### src/rtl/walk_pkg.sv
package walk_pkg;

  // Result classes reported at the end of a walk
  typedef enum logic [1:0] {
    FLT_NONE = 2'd0,
    FLT_PTAB = 2'd1,
    FLT_PAGE = 2'd2,
    FLT_PROT = 2'd3
  } fault_e;

  // Walk sequencer states
  typedef enum logic [2:0] {
    ST_IDLE,
    ST_SEG_REQ,
    ST_SEG_WAIT,
    ST_PG_REQ,
    ST_PG_WAIT,
    ST_WB_REQ,
    ST_WB_WAIT
  } walk_state_e;

  // Flag positions inside table entries
  localparam int SEG_VALID_BIT = 1;
  localparam int PG_VALID_BIT  = 0;
  localparam int RO_BIT        = 2;
  localparam int REF_BIT       = 3;
  localparam int MOD_BIT       = 4;
  localparam int CINH_BIT      = 6;

endpackage

### src/rtl/pt_entry_check.sv
module pt_entry_check
  import walk_pkg::*;
#(
  parameter int ENT_W = 32
) (
  input  logic [ENT_W-1:0] ent,
  input  logic             is_write,
  input  logic             seg_ro_q,
  output logic             seg_valid,
  output logic             seg_ro,
  output fault_e           pg_fault,
  output logic [ENT_W-1:0] pte_upd,
  output logic             pte_changed
);

  // Segment-level decode
  assign seg_valid = ent[SEG_VALID_BIT];
  assign seg_ro    = ent[RO_BIT];

  // Page-level permission check
  always_comb begin
    if (!ent[PG_VALID_BIT]) begin
      pg_fault = FLT_PAGE;
    end else if (is_write && (seg_ro_q || ent[RO_BIT])) begin
      pg_fault = FLT_PROT;
    end else begin
      pg_fault = FLT_NONE;
    end
  end

  // Referenced / modified update
  always_comb begin
    pte_upd          = ent;
    pte_upd[REF_BIT] = 1'b1;
    if (is_write) begin
      pte_upd[MOD_BIT] = 1'b1;
    end
  end

  assign pte_changed = (pte_upd != ent);

endmodule

### src/rtl/pt_walk_ctrl.sv
module pt_walk_ctrl
  import walk_pkg::*;
(
  input  logic   clk,
  input  logic   rst_n,
  input  logic   start,
  input  logic   rvalid,
  input  logic   seg_valid,
  input  fault_e pg_fault,
  input  logic   pte_changed,
  output logic   ld_req,
  output logic   ld_seg,
  output logic   ld_pte,
  output logic   fin,
  output fault_e fin_fault,
  output logic   fin_from_pg,
  output logic   issue,
  output logic   issue_we,
  output logic   sel_seg
);

  walk_state_e st_q, st_n;

  // Next-state and control strobes
  always_comb begin
    st_n      = st_q;
    ld_req    = 1'b0;
    ld_seg    = 1'b0;
    ld_pte    = 1'b0;
    fin       = 1'b0;
    fin_fault = FLT_NONE;
    unique case (st_q)
      ST_IDLE: begin
        if (start) begin
          ld_req = 1'b1;
          st_n   = ST_SEG_REQ;
        end
      end
      ST_SEG_REQ: st_n = ST_SEG_WAIT;
      ST_SEG_WAIT: begin
        if (rvalid) begin
          if (!seg_valid) begin
            fin       = 1'b1;
            fin_fault = FLT_PTAB;
            st_n      = ST_IDLE;
          end else begin
            ld_seg = 1'b1;
            st_n   = ST_PG_REQ;
          end
        end
      end
      ST_PG_REQ: st_n = ST_PG_WAIT;
      ST_PG_WAIT: begin
        if (rvalid) begin
          if (pg_fault != FLT_NONE) begin
            fin       = 1'b1;
            fin_fault = pg_fault;
            st_n      = ST_IDLE;
          end else if (pte_changed) begin
            ld_pte = 1'b1;
            st_n   = ST_WB_REQ;
          end else begin
            fin  = 1'b1;
            st_n = ST_IDLE;
          end
        end
      end
      ST_WB_REQ: st_n = ST_WB_WAIT;
      ST_WB_WAIT: begin
        if (rvalid) begin
          fin  = 1'b1;
          st_n = ST_IDLE;
        end
      end
      default: st_n = ST_IDLE;
    endcase
  end

  // State register
  always_ff @(posedge clk or negedge rst_n) begin
    if (!rst_n) begin
      st_q <= ST_IDLE;
    end else begin
      st_q <= st_n;
    end
  end

  assign issue       = (st_q == ST_SEG_REQ) || (st_q == ST_PG_REQ) || (st_q == ST_WB_REQ);
  assign issue_we    = (st_q == ST_WB_REQ);
  assign sel_seg     = (st_q == ST_SEG_REQ);
  assign fin_from_pg = (st_q == ST_PG_WAIT);

endmodule

### src/rtl/pt_walker.sv
module pt_walker
  import walk_pkg::*;
#(
  parameter  int PAGE_BITS = 12,
  localparam int IDX_W     = PAGE_BITS - 2,
  localparam int ADDR_W    = PAGE_BITS + 2 * IDX_W,
  localparam int FRAME_W   = ADDR_W - PAGE_BITS
) (
  input  logic               clk,
  input  logic               rst_n,
  input  logic               req_valid,
  input  logic [ADDR_W-1:0]  req_vaddr,
  input  logic               req_write,
  input  logic               req_super,
  input  logic [FRAME_W-1:0] user_base,
  input  logic [FRAME_W-1:0] super_base,
  output logic               mem_req,
  output logic               mem_we,
  output logic [ADDR_W-1:0]  mem_addr,
  output logic [ADDR_W-1:0]  mem_wdata,
  input  logic               mem_rvalid,
  input  logic [ADDR_W-1:0]  mem_rdata,
  output logic               done,
  output logic [1:0]         fault,
  output logic [ADDR_W-1:0]  paddr,
  output logic               cinh
);

  // Reset: asserted asynchronously, released on the clock
  logic [1:0] rst_sync_q;
  logic       rst_int_n;

  always_ff @(posedge clk or negedge rst_n) begin
    if (!rst_n) begin
      rst_sync_q <= 2'b00;
    end else begin
      rst_sync_q <= {rst_sync_q[0], 1'b1};
    end
  end
  assign rst_int_n = rst_sync_q[1];

  // Control and decode wiring
  logic               ld_req, ld_seg, ld_pte, fin, fin_from_pg;
  logic               issue, issue_we, sel_seg;
  fault_e             fin_fault, pg_fault;
  logic               seg_valid, seg_ro, pte_changed;
  logic [ADDR_W-1:0]  pte_upd;

  // Walk context registers
  logic [ADDR_W-1:0]  va_q;
  logic               wr_q, sup_q;
  logic [FRAME_W-1:0] seg_frame_q;
  logic               seg_ro_q;
  logic [ADDR_W-1:0]  pte_q;

  pt_walk_ctrl u_ctrl (
    .clk         (clk),
    .rst_n       (rst_int_n),
    .start       (req_valid),
    .rvalid      (mem_rvalid),
    .seg_valid   (seg_valid),
    .pg_fault    (pg_fault),
    .pte_changed (pte_changed),
    .ld_req      (ld_req),
    .ld_seg      (ld_seg),
    .ld_pte      (ld_pte),
    .fin         (fin),
    .fin_fault   (fin_fault),
    .fin_from_pg (fin_from_pg),
    .issue       (issue),
    .issue_we    (issue_we),
    .sel_seg     (sel_seg)
  );

  pt_entry_check #(.ENT_W(ADDR_W)) u_check (
    .ent         (mem_rdata),
    .is_write    (wr_q),
    .seg_ro_q    (seg_ro_q),
    .seg_valid   (seg_valid),
    .seg_ro      (seg_ro),
    .pg_fault    (pg_fault),
    .pte_upd     (pte_upd),
    .pte_changed (pte_changed)
  );

  // Context capture with explicit enables
  always_ff @(posedge clk or negedge rst_int_n) begin
    if (!rst_int_n) begin
      va_q        <= '0;
      wr_q        <= 1'b0;
      sup_q       <= 1'b0;
      seg_frame_q <= '0;
      seg_ro_q    <= 1'b0;
      pte_q       <= '0;
    end else begin
      if (ld_req) begin
        va_q  <= req_vaddr;
        wr_q  <= req_write;
        sup_q <= req_super;
      end
      if (ld_seg) begin
        seg_frame_q <= mem_rdata[ADDR_W-1:PAGE_BITS];
        seg_ro_q    <= seg_ro;
      end
      if (ld_pte) begin
        pte_q <= pte_upd;
      end
    end
  end

  // Memory request datapath
  logic [FRAME_W-1:0] base_sel;
  assign base_sel  = sup_q ? super_base : user_base;
  assign mem_req   = issue;
  assign mem_we    = issue_we;
  assign mem_wdata = pte_q;
  assign mem_addr  = sel_seg ? {base_sel, va_q[ADDR_W-1 -: IDX_W], 2'b00}
                             : {seg_frame_q, va_q[PAGE_BITS +: IDX_W], 2'b00};

  // Result registers
  logic [ADDR_W-1:0] fin_pte;
  assign fin_pte = fin_from_pg ? pte_upd : pte_q;

  always_ff @(posedge clk or negedge rst_int_n) begin
    if (!rst_int_n) begin
      done  <= 1'b0;
      fault <= FLT_NONE;
      paddr <= '0;
      cinh  <= 1'b0;
    end else begin
      done <= fin;
      if (fin) begin
        fault <= fin_fault;
        if (fin_fault == FLT_NONE) begin
          paddr <= {fin_pte[ADDR_W-1:PAGE_BITS], va_q[PAGE_BITS-1:0]};
          cinh  <= fin_pte[CINH_BIT];
        end else begin
          paddr <= '0;
          cinh  <= 1'b0;
        end
      end
    end
  end

endmodule

### config.mk
export PLATFORM = sky130hd
export DESIGN_NAME = pt_walker
export DESIGN_NICKNAME = d
export VERILOG_FILES = /design/src/rtl/walk_pkg.sv /design/src/rtl/pt_entry_check.sv /design/src/rtl/pt_walk_ctrl.sv /design/src/rtl/pt_walker.sv
export SDC_FILE = /design/constraint.sdc
export NUM_CORES = 1
export LEC_CHECK = 0
export ABC_AREA = 1
export CELL_PAD_IN_SITES_DETAIL_PLACEMENT = 1
export CELL_PAD_IN_SITES_GLOBAL_PLACEMENT = 1
export CORE_MARGIN = 2
export CORE_UTILIZATION = 35
export DETAILED_ROUTE_END_ITERATION = 10
export PLACE_DENSITY = 0.85
export SETUP_SLACK_MARGIN = 0.4
export SYNTH_ARGS = -nofsm -noshare
export SYNTH_HDL_FRONTEND = slang
export SYNTH_HIERARCHICAL = 1
export SYNTH_SLANG_ARGS = --single-unit
### constraint.sdc
create_clock -name clk -period 6.89 [get_ports clk]
set_input_delay 1.0335 -clock clk [delete_from_list [all_inputs] [get_ports clk]]
set_output_delay 1.0335 -clock clk [all_outputs]
set_load 0.03 [all_outputs]
==> results.tsv <==
stage	metric	value	unit
die	std cell rows	49	
clock_network	CTS tree	yes	
timing	Period minus WS final	4.414	ns
routing	DRT met1 WL	8.499	mm
setup_path	critical path's largest stage delay	0.75	ns
clock_network	CTS Sinks	128	
logic_synthesis	sequential fraction of the synthesis area	50.35	%
cells_and_area	layout cells sized above 1	5.253	%
timing	Slew headroom	25.61	%
die	# IOs	212	
timing	Final setup violation count	0	
clock_network	CTS Buf Count	17	
timing	Max Slew Vio Count	0	
logic_synthesis	Distinct cells, synth	24	
logic_synthesis	Post-Synth Simple-Gate Area	25.06	%
pwr	Combinational Power Share	50.4	%
logic_synthesis	Synthesis Warnings	6	
routing	DR pass1 iterations	4	
logic_synthesis	synth top area cells	dfrtp_1, nand2_1, inv_1	
clock_network	Worst-path clk slew	0.06	ns
die	die area	19270	um^2
logic_synthesis	largest family of logic cells by synthesized area	simple AND/OR/NAND/NOR gates	
worst_hold_path	Hold Path Sink	rst_sync_q[1]$_DFF_PN0_	
pwr	Int Power	2.528	mW
timing	WHS	0.3489	ns
die	core area	17900	um^2
routing	metal3 WL	1.163	mm
setup_path	CP arrival	3.38	ns
logic_synthesis	Post-Syn Instances	856	
pwr	Clk pwr share	19.6	%
clock_network	later-pin clock latency in the skew report	0.42	ns
setup_path	Crit path max-delay family	buffers and inverters	
pwr	leakage	4.426	nW
die	Initial Utilization	35.53	%
setup_path	crit path kind	flip-flop to primary output	
setup_path	critical path's most frequent cell	nand2_1	
cells_and_area	Area growth, synth to finish	40.09	%
placement	port bufs	209	
timing	Worst Slack Setup Final	2.476	ns
setup_path	type of origin of the critical path	flip-flop	
clock_network	postcts setup bufs	0	
setup_path	WP buf/inv	3	
global_routing	maximum number of pins on one net before global-route repair	73	
clock_network	clk buf depth	2	
placement	final HPWL from detailed placement	13.31	mm
routing	DRC Markers	0	
logic_synthesis	Synth top area share	50.35	%
logic_synthesis	Synth Area per Inst	7.431	um^2
job	Max Cap Violations	0	
cells_and_area	Antenna diodes	0	
worst_hold_path	class of the worst hold path	flip-flop to flip-flop	
logic_synthesis	adder-cell share of the synthesized area	0	%
global_routing	initial antenna violation count	0	
routing	total vias in the final route	5717	
die	Die Ht	138.8	um
clock_network	PostCTS Resize Cnt	0	
timing	measured slew at the worst slew-check pin	1.109	ns
placement	placed insts	1225	
setup_path	endpoint type of the worst setup path	primary output	
timing	Fin Setup TNS	0	ns
cells_and_area	Util after Layout	49.78	%
logic_synthesis	Post-Synth XOR/XNOR Area	0	%
timing	f_max	0.2266	GHz
global_routing	GR Overflow Total	0	
routing	top sig layer	met4	
placement	pre-CTS WS	2.893	ns
global_routing	vias in the first global route	6101	
pwr	Max VDD drop	0.0002185	V
setup_path	Reg2Reg Setup Slack	4.21	ns
routing	met2 WL	9.224	mm
global_routing	GRT Overall Usage	20.49	%
routing	WL final	19.15	mm
pwr	switching share of power	44.33	%
clock_network	H-tree depth	4	
setup_path	r2r worst-path depth	11	
pwr	total power	4.541	mW
routing	Wirelength per Cell	15.23	um
worst_hold_path	Hold Startpoint	rst_sync_q[0]$_DFF_PN0_	
logic_synthesis	Yosys top cell by area	dfrtp_1	
clock_network	hold bufs inserted after CTS	0	
routing	initial DRC count	269	
setup_path	worst-path cell chain	inv_1 -> nand2_1 -> nor2_4 -> inv_1 -> nand2_1 -> nand2_1 -> clkdlybuf4s50_1	
setup_path	Critical-path top delay cell	nor2_4	
pwr	P_sw	2.013	mW
placement	DP Area	8328	um^2
setup_path	reg2reg start	wr_q$_DFFE_PN0P_	
timing	RSZ-0062 raised after global routing	false	
timing	crit share post-route	64.06	%
cells_and_area	design area	8911	um^2
cells_and_area	layout net count	1125	
clock_network	Root Buffer	clkbuf_16	
logic_synthesis	Compound-Gate Fraction of Synth Area	8.478	%
die	Die Wd	138.8	um
placement	GPL Wtd Cong	0.7704	
status	status	complete, no violations	
pwr	pwr dens	509.6	nW/um^2
logic_synthesis	Yosys reg bits	128	
timing	clk_skew	0.01010	ns
pwr	Sequential Power Share	30.0	%
routing	ANT nets after route	0	
logic_synthesis	Post-Synthesis Cell Area	6361	um^2
routing	Avg Vias per Cell	4.548	
setup_path	Worst EP required	5.86	ns
logic_synthesis	post-synthesis mux area share	0	%
worst_hold_path	Hold Path Depth	0	
global_routing	first-pass GRT wire length	31.80	mm
setup_path	critical-path maximum fanout	41	
cells_and_area	post-route insts no fill	1257	
setup_path	RR Endpoint	paddr[28]$_DFFE_PN0P_	
timing	final hold viol count	0	
-- worst max path at each step --
| stage | start | end | slack (ns) | depth (start not counted) |
|---|---|---|---|---|
| floorplan | rst_sync_q[1]$_DFF_PN0_ | cinh$_DFFE_PN0P_ | 3.06 | 0 |
| detailed placement | u_ctrl/st_q[1]$_DFFE_PN0P_ | mem_addr[17] | 2.89 | 7 |
| CTS | u_ctrl/st_q[1]$_DFFE_PN0P_ | mem_addr[17] | 2.43 | 7 |
| finish | u_ctrl/st_q[1]$_DFFE_PN0P_ | mem_addr[17] | 2.48 | 7 |
| global placement | u_ctrl/st_q[1]$_DFFE_PN0P_ | mem_addr[18] | 3.02 | 7 |
| global route | u_ctrl/st_q[1]$_DFFE_PN0P_ | mem_addr[21] | 2.19 | 7 |
-- kinds of logic (layout without fill, tap and decap cells) --
logic type,after synthesis,in the layout
AND/OR/NAND/NOR,401,401
buffers and inverters,218,389
flip-flops,128,128
AO/OA/AOI/OAI,106,106
other,3,4
-- power by group through the flow --
| stage | combinational (mW) | clock [mW] | sequential, mW |
|---|---|---|---|
| CTS | 2.32 | 0.911 | 1.37 |
| global route | 2.49 | 0.941 | 1.41 |
| floorplan | 1.01 | 0 | 1.69 |
| global placement | 2.23 | 0 | 1.36 |
| detailed placement | 2.30 | 0 | 1.37 |
| finish | 2.29 | 0.891 | 1.36 |
-- area by class of cell --
type | count | area (um^2)
clock buffer | 20 | 446.7
clock inverter | 12 | 136.4
fill | 2211 | 8991
inverter | 144 | 540.5
multi-input combinational | 511 | 2172
sequential | 128 | 3207
tap | 229 | 286.5
timing repair buffer | 213 | 2122
-- layer usage --
metal	vias to the layer above	track usage, %
li1	2831	-
met1	2717	26.34
met2	154	34.51
met3	15	4.869
met4	0	6.114
met5	-	0
-- flip-flops by register name (all words and copies together), names as in the netlist --
register and count:
cinh 1, done 1, fault 2, mem_wdata 32, paddr 32, rst_sync_q 2
seg_frame_q 20, seg_ro_q 1, sup_q 1, u_ctrl/st_q 3, va_q 32, wr_q 1
-- cells in the mapped netlist --
cell      count
nand3_1      25
nor2_1        9
o211ai_1      1
nand2_1     351
o21ai_2       1
o21ai_1       1
o21ai_0     100
buf_2        24
a21oi_1       2
nor3_2        2
nor2_2        1
clkinv_1      1
inv_2         2
nor2_4        2
conb_1        3
buf_6         4
inv_1       141
buf_4        36
dfrtp_1     128
o21a_1        1
or2_1         1
nand2_2       8
clkbuf_1     10
nand4_1       2
-- cell usage in the layout (no fill, tap or decap), types with 4 or more instances in the layout --
cell / n
nand2_1: 351
nor2_4: 4
inv_1: 141
nand2_2: 8
clkbuf_16: 17
dfrtp_1: 127
nor2_1: 6
buf_4: 4
clkinvlp_4: 6
nand3_1: 25
o21ai_0: 100
clkdlybuf4s50_1: 209
conb_1: 4
No activity file was read; power rests on OpenSTA's default activity.
